<file path="config.mk">
export PLATFORM = sky130hd
export DESIGN_NAME = amr_resolver
export DESIGN_NICKNAME = d
export VERILOG_FILES = /design/src/rtl/amr_pkg.sv /design/src/rtl/amr_src_resolve.sv /design/src/rtl/amr_dst_resolve.sv /design/src/rtl/amr_cost.sv /design/src/rtl/amr_resolver.sv
export SDC_FILE = /design/constraint.sdc
export NUM_CORES = 1
export LEC_CHECK = 0
export BUFFER_PORTS_ARGS = -buffer_cell sky130_fd_sc_hd__buf_2
export CORE_MARGIN = 4
export CORE_UTILIZATION = 25
export CTS_BUF_LIST = sky130_fd_sc_hd__clkbuf_4 sky130_fd_sc_hd__clkbuf_8 sky130_fd_sc_hd__clkbuf_16
export DETAILED_ROUTE_END_ITERATION = 16
export HOLD_SLACK_MARGIN = 0.12
export PLACE_DENSITY = 0.46
export SETUP_SLACK_MARGIN = 0.2
export SLEW_MARGIN = 20
export SYNTH_ARGS = -nofsm -noshare
export SYNTH_HDL_FRONTEND = slang
export SYNTH_SLANG_ARGS = --single-unit
</file>
<file path="constraint.sdc">
create_clock -name clk -period 1 [get_ports clk]
set_clock_uncertainty 0.2 [all_clocks]
set_input_delay 0.05 -clock clk [delete_from_list [all_inputs] [get_ports clk]]
set_output_delay 0.05 -clock clk [all_outputs]
set_load 0.005 [all_outputs]
</file>
<file path="src/rtl/amr_pkg.sv">
package amr_pkg;
  localparam int DATA_W = 16;
  localparam int RIDX_W = 4;
  localparam int CYC_W  = 3;
  localparam int LEN_W  = 2;

  typedef enum logic [1:0] {
    SRC_REG = 2'd0,
    SRC_MEM = 2'd1,
    SRC_IMM = 2'd2
  } src_kind_e;

  typedef enum logic {
    DST_REG = 1'b0,
    DST_MEM = 1'b1
  } dst_kind_e;

  localparam logic [RIDX_W-1:0] PC_IDX = 4'd0;
  localparam logic [RIDX_W-1:0] SR_IDX = 4'd2;
endpackage

</file>
<file path="src/rtl/amr_src_resolve.sv">
module amr_src_resolve
  import amr_pkg::*;
#(
  parameter int DW = DATA_W
) (
  input  logic [1:0]        mode,
  input  logic [RIDX_W-1:0] sreg,
  input  logic [DW-1:0]     reg_val,
  input  logic [DW-1:0]     pc_val,
  input  logic [DW-1:0]     ext_word,
  input  logic              byte_op,
  output src_kind_e         kind,
  output logic [DW-1:0]     addr,
  output logic [DW-1:0]     imm,
  output logic              needs_ext,
  output logic              wb_en,
  output logic [DW-1:0]     wb_val
);
  localparam logic [DW-1:0] STEP_B = DW'(1);
  localparam logic [DW-1:0] STEP_W = DW'(2);

  logic [DW-1:0] after_pc;
  logic [DW-1:0] idx_base;

  assign after_pc = pc_val + STEP_W;

  always_comb begin
    if (sreg == PC_IDX)      idx_base = after_pc;
    else if (sreg == SR_IDX) idx_base = '0;
    else                     idx_base = reg_val;
  end

  always_comb begin
    kind      = SRC_REG;
    addr      = '0;
    imm       = '0;
    needs_ext = 1'b0;
    wb_en     = 1'b0;
    wb_val    = '0;
    unique case (mode)
      2'b00: kind = SRC_REG;
      2'b01: begin
        kind      = SRC_MEM;
        needs_ext = 1'b1;
        addr      = idx_base + ext_word;
      end
      2'b10: begin
        kind = SRC_MEM;
        addr = (sreg == PC_IDX) ? after_pc : reg_val;
      end
      default: begin
        if (sreg == PC_IDX) begin
          kind      = SRC_IMM;
          imm       = ext_word;
          needs_ext = 1'b1;
        end else begin
          kind   = SRC_MEM;
          addr   = reg_val;
          wb_en  = 1'b1;
          wb_val = reg_val + (byte_op ? STEP_B : STEP_W);
        end
      end
    endcase
  end
endmodule

</file>
<file path="src/rtl/amr_dst_resolve.sv">
module amr_dst_resolve
  import amr_pkg::*;
#(
  parameter int DW = DATA_W
) (
  input  logic              ad,
  input  logic [RIDX_W-1:0] dreg,
  input  logic [DW-1:0]     reg_val,
  input  logic [DW-1:0]     pc_val,
  input  logic              src_ext,
  input  logic [DW-1:0]     ext0,
  input  logic [DW-1:0]     ext1,
  output dst_kind_e         kind,
  output logic [DW-1:0]     addr,
  output logic              needs_ext
);
  logic [DW-1:0] x_word;
  logic [DW-1:0] x_loc;
  logic [DW-1:0] base;

  assign x_word = src_ext ? ext1 : ext0;
  assign x_loc  = pc_val + (src_ext ? DW'(4) : DW'(2));

  always_comb begin
    if (dreg == PC_IDX)      base = x_loc;
    else if (dreg == SR_IDX) base = '0;
    else                     base = reg_val;
  end

  always_comb begin
    if (ad) begin
      kind      = DST_MEM;
      addr      = base + x_word;
      needs_ext = 1'b1;
    end else begin
      kind      = DST_REG;
      addr      = '0;
      needs_ext = 1'b0;
    end
  end
endmodule

</file>
<file path="src/rtl/amr_cost.sv">
module amr_cost
  import amr_pkg::*;
(
  input  logic [1:0]       src_mode,
  input  logic             ad,
  input  logic             dst_is_pc,
  input  logic             src_ext,
  input  logic             dst_ext,
  output logic [LEN_W-1:0] len_words,
  output logic [CYC_W-1:0] cycles
);
  assign len_words = LEN_W'(1) + LEN_W'(src_ext) + LEN_W'(dst_ext);

  always_comb begin
    if (ad) begin
      unique case (src_mode)
        2'b00:   cycles = CYC_W'(4);
        2'b01:   cycles = CYC_W'(6);
        default: cycles = CYC_W'(5);
      endcase
    end else if (dst_is_pc) begin
      unique case (src_mode)
        2'b00, 2'b10: cycles = CYC_W'(2);
        default:      cycles = CYC_W'(3);
      endcase
    end else begin
      unique case (src_mode)
        2'b00:   cycles = CYC_W'(1);
        2'b01:   cycles = CYC_W'(3);
        default: cycles = CYC_W'(2);
      endcase
    end
  end
endmodule

</file>
<file path="src/rtl/amr_resolver.sv">
module amr_resolver
  import amr_pkg::*;
#(
  parameter int DW = DATA_W
) (
  input  logic              clk,
  input  logic              rst_n,
  input  logic              in_valid,
  input  logic [15:0]       instr,
  input  logic [DW-1:0]     pc,
  input  logic [DW-1:0]     src_val,
  input  logic [DW-1:0]     dst_val,
  input  logic [DW-1:0]     ext0,
  input  logic [DW-1:0]     ext1,
  input  logic              byte_op,
  output logic              out_valid,
  output logic [1:0]        src_kind,
  output logic [RIDX_W-1:0] src_reg,
  output logic [DW-1:0]     src_addr,
  output logic [DW-1:0]     src_imm,
  output logic              dst_kind,
  output logic [RIDX_W-1:0] dst_reg,
  output logic [DW-1:0]     dst_addr,
  output logic              wb_en,
  output logic [RIDX_W-1:0] wb_reg,
  output logic [DW-1:0]     wb_val,
  output logic [LEN_W-1:0]  len_words,
  output logic [CYC_W-1:0]  cycles
);
  // instruction fields
  logic [RIDX_W-1:0] f_sreg, f_dreg;
  logic [1:0]        f_smode;
  logic              f_ad;

  assign f_sreg  = instr[11:8];
  assign f_ad    = instr[7];
  assign f_smode = instr[5:4];
  assign f_dreg  = instr[3:0];

  src_kind_e         s_kind;
  logic [DW-1:0]     s_addr, s_imm, s_wbv;
  logic              s_ext, s_wb;
  dst_kind_e         d_kind;
  logic [DW-1:0]     d_addr;
  logic              d_ext;
  logic [LEN_W-1:0]  n_len;
  logic [CYC_W-1:0]  n_cyc;

  amr_src_resolve #(.DW(DW)) u_src (
    .mode(f_smode), .sreg(f_sreg), .reg_val(src_val), .pc_val(pc),
    .ext_word(ext0), .byte_op(byte_op), .kind(s_kind), .addr(s_addr),
    .imm(s_imm), .needs_ext(s_ext), .wb_en(s_wb), .wb_val(s_wbv)
  );

  amr_dst_resolve #(.DW(DW)) u_dst (
    .ad(f_ad), .dreg(f_dreg), .reg_val(dst_val), .pc_val(pc),
    .src_ext(s_ext), .ext0(ext0), .ext1(ext1), .kind(d_kind),
    .addr(d_addr), .needs_ext(d_ext)
  );

  amr_cost u_cost (
    .src_mode(f_smode), .ad(f_ad), .dst_is_pc(f_dreg == PC_IDX),
    .src_ext(s_ext), .dst_ext(d_ext), .len_words(n_len), .cycles(n_cyc)
  );

  // next-state
  logic [RIDX_W-1:0] n_wbreg;
  assign n_wbreg = s_wb ? f_sreg : '0;

  // registers
  always_ff @(posedge clk or negedge rst_n) begin
    if (!rst_n) begin
      out_valid <= 1'b0;
    end else begin
      out_valid <= in_valid;
    end
  end

  always_ff @(posedge clk or negedge rst_n) begin
    if (!rst_n) begin
      src_kind  <= '0;
      src_reg   <= '0;
      src_addr  <= '0;
      src_imm   <= '0;
      dst_kind  <= 1'b0;
      dst_reg   <= '0;
      dst_addr  <= '0;
      wb_en     <= 1'b0;
      wb_reg    <= '0;
      wb_val    <= '0;
      len_words <= '0;
      cycles    <= '0;
    end else if (in_valid) begin
      src_kind  <= s_kind;
      src_reg   <= f_sreg;
      src_addr  <= s_addr;
      src_imm   <= s_imm;
      dst_kind  <= d_kind;
      dst_reg   <= f_dreg;
      dst_addr  <= d_addr;
      wb_en     <= s_wb;
      wb_reg    <= n_wbreg;
      wb_val    <= s_wbv;
      len_words <= n_len;
      cycles    <= n_cyc;
    end
  end


  hold_when_idle_chk: assert property (@(posedge clk) disable iff (!rst_n)
    !in_valid |=> ($stable(src_addr) && $stable(dst_addr) && $stable(cycles) && !out_valid));


  wb_step_chk: assert property (@(posedge clk) disable iff (!rst_n)
    wb_en |-> (src_kind == 2'd1 && ((wb_val - src_addr) == DW'(1) || (wb_val - src_addr) == DW'(2))));


  imm_no_wb_chk: assert property (@(posedge clk) disable iff (!rst_n)
    (out_valid && src_kind == 2'd2) |-> (!wb_en && len_words >= 2'd2));


  mem_dst_cost_chk: assert property (@(posedge clk) disable iff (!rst_n)
    (out_valid && dst_kind) |-> (cycles >= 3'd4 && len_words >= 2'd2));


  reg_pair_cost_chk: assert property (@(posedge clk) disable iff (!rst_n)
    (out_valid && !dst_kind && src_kind == 2'd0) |-> (cycles <= 3'd2 && len_words == 2'd1));


  len_range_chk: assert property (@(posedge clk) disable iff (!rst_n)
    out_valid |-> (len_words != 2'd0));
endmodule

</file>
==> flow_summary.ini <==
[cells_and_area]
area_growth_pct = 82.8
final_util = 0.464
drive_above_1_share = 0.575
fin_area_um2 = 11600
final_net_count = 1299
antenna_cells = 0

[floorplan]
dieHeight_um = 168
rows = 58
dieArea_um2 = 28100
ios = 186
die_w_um = 168
initial_core_util = 0.254
core_area_um2 = 25100

[grt]
grt-ovfl-total = 0
use_met1 = 0.262
grt_usage = 0.187
antenna_found_initial = 1
grt_use_met3 = 0.0302
busiest_layer = met2
grt_pass1_wl_mm = 41.5
grt_max_degree = 34
use_met2 = 0.309
grt_pass1_vias = 7262

[power]
p_total_uw = 13100
ir_worst_vdd_mv = 0.644
p_leak_uw = 0.00561
p_int_uw = 8820
netSwitchingFraction = 0.325
clockPowerShare = 0.273
pwr-share-seq = 0.304
powerDensity_nw_per_um2 = 1120
p_switching_uw = 4250
combPwrFrac = 0.424

[route]
wirelength_mm = 27.2
firstDrtPassIters = 4
detail-route-antenna-nets = 0
wl_per_cell_um = 18.2
drc = 0
vias = 7082
drt-initial-drc-count = 349
viasPerCell = 4.75

[setup_path]
worst-path-max-fanout = 6
reg2reg_depth = 3
rr_endpoint = src_addr[12]$_DFFE_PN0P_
slowest_stage = fa_2
r2r_start = src_addr[12]$_DFFE_PN0P_
crit_path_end_kind = flip-flop
crit_chain = buf_6 > buf_6 > ha_4 > buf_12 > a21oi_4 > nand2_2 > fa_2 > xor2_1 > o31ai_1 > ha_1 > a21o_1 > a21oi_2 > o21ai_4 > a31o_4 > a21oi_4 > xnor2_1 > a22o_1
crit_required_ns = 1.05
critPathBufInv = 3
worst_path_largest_cell_delay_ns = 0.46
worstSetupPathType = input port to flip-flop
crit_family = compound AO/OA/AOI/OAI gates
arrival_ns = 3.10
start_kind = input port
rrSetupSlack_ns = -0.24

[logic_synthesis]
yosys-top-cells-area = dfrtp_1 (33%), ha_1 (7.9%), a22o_1 (7.2%), xnor2_1 (4.7%), xor2_1 (3.9%)
syn_inst = 711
avgSynthCellArea_um2 = 8.96
synth_cell_type_count = 62
synth-edff-count = 0
synth.yosys.warnings = 0
synth-seq-cells = 85
ys_seq_area_frac = 0.334
syn_nets = 855
synth_largest_area_cell = dfrtp_1
synth_most_common_cell = dfrtp_1
netlist_area_um2 = 6370
synth_top_area_share = 0.334
ys.flop_type = dfrtp_1
synthArstFlopShare = 1.00
synth_commonest_cells = dfrtp_1 (85), nand2_1 (64), a22o_1 (52), nor2_1 (47), ha_1 (40)

[timing]
relSlewSlack = 0.585
fin_ws_ns = -2.05
finalCritPeriodShare = 3.05
hold_viol = 128
fmax_mhz = 328
hold_ws_ns = -0.660
setup_viol = 164
maxSlewViolCount = 0
worst_slew_pin_slew_ns = 0.618
period_needed_ns = 3.05
grt_setup_unrepaired = yes

[placed_design]
placed_cell_area_um2 = 9410
dpl.hpwl_mm = 20.8
port_buffers = 180
place_congestion = 0.885

[min_path]
hp-class = input port to async pin

[clock_tree]
clk_pin_slew_ns = 0.07
insertion_delay_ns = 0.35
ctsRootBufferMaster = clkbuf_16
cts_tree = yes
numCtsBuffers = 9
cts.sinks = 85
clk_path_buf_depth = 2
htreeDepth = 3

[run]
max_cap_viol_count = 0

[run_status]
status = finished with violations
violations = negative hold slack, negative setup slack
[worst register-to-register path: cells and delay by family, from the launching register on]
family	cells	cell delay (ns)
compound gates	3	0.51
flops	1	0.40
[layer usage]
layer,wire [um],part of all wire
met1,12800,0.47
met5,12,0.00044
met4,279,0.010
met2,12800,0.47
met3,1280,0.047
[stage by stage]
stage	instances	setup TNS, ns	setup slack (ns)
6_report	1490	-89.44	-2.05
3_3_place_gp	1389	-96.35	-2.51
2_1_floorplan	711	-65.64	-2.50
5_1_grt	1490	-97.39	-2.15
3_5_place_dp	1389	-96.45	-2.53
4_1_cts	1468	-81.28	-2.04
[worst max path at each step]
stage / startpoint / endpoint / slack, ns / cells past startpoint
2_1_floorplan: instr[5] / dst_addr[12]$_DFFE_PN0P_ / -2.50 / 19
3_3_place_gp: instr[8] / dst_addr[14]$_DFFE_PN0P_ / -2.51 / 15
3_5_place_dp: instr[8] / dst_addr[14]$_DFFE_PN0P_ / -2.53 / 15
4_1_cts: instr[9] / dst_addr[12]$_DFFE_PN0P_ / -2.04 / 16
5_1_grt: instr[8] / dst_addr[11]$_DFFE_PN0P_ / -2.15 / 15
6_report: instr[5] / dst_addr[11]$_DFFE_PN0P_ / -2.05 / 17
[power groups by stage]
stage / logic, uW / clock network (uW) / registers (uW)
floorplan: 2080 / 0 / 4020
global placement: 4210 / 0 / 4030
detailed placement: 4200 / 0 / 4020
CTS: 5160 / 3630 / 3970
global route: 5970 / 3760 / 4010
finish: 5530 / 3570 / 3970
[layout make-up]
class	instances	area, um^2
Fill cell	2422	13500
Multi-Input combinational cell	550	4990
Timing Repair Buffer	477	3670
Sequential cell	85	2130
Tap cell	330	413
Clock buffer	11	246
Inverter	32	133
Clock inverter	5	58.8
[placed cells by master (no fill, tap or decap), drive strengths merged, types with 4 or more instances in the layout]
master     n
dfrtp     85
nand2     64
nand3     25
inv       32
o2bb2ai    5
a211oi     5
a31oi     14
a32oi      5
nand2b     7
a21oi     34
nor2b      7
a221oi     7
o21ai     50
buf      477
fa         4
and3       4
a22o      52
nand4     10
xnor2     34
ha        40
xor2      28
mux2      25
nor2      47
o31ai      6
nor3      13
a21o      13
clkbuf    11
[logic make-up (layout without fill, tap and decap cells)]
logic type	after synthesis	in the layout	share of synthesized area
compound gates	220	220	0.244
simple gates	196	196	0.149
buf+inv	76	525	0.0474
fa+ha+maj	44	44	0.0912
flops	85	85	0.334
mux	28	28	0.0489
xor+xnor	62	62	0.0853
[timing repair]
item	4_1_cts	5_1_grt
pin swaps	88	67
endpoints found under the hold margin	157	155
endpoints found under the setup margin	169	170
gates cloned	3	0
buffers inserted	60	22
gates resized for setup	189	66
Note: power is estimated with default switching activity, not from simulation.
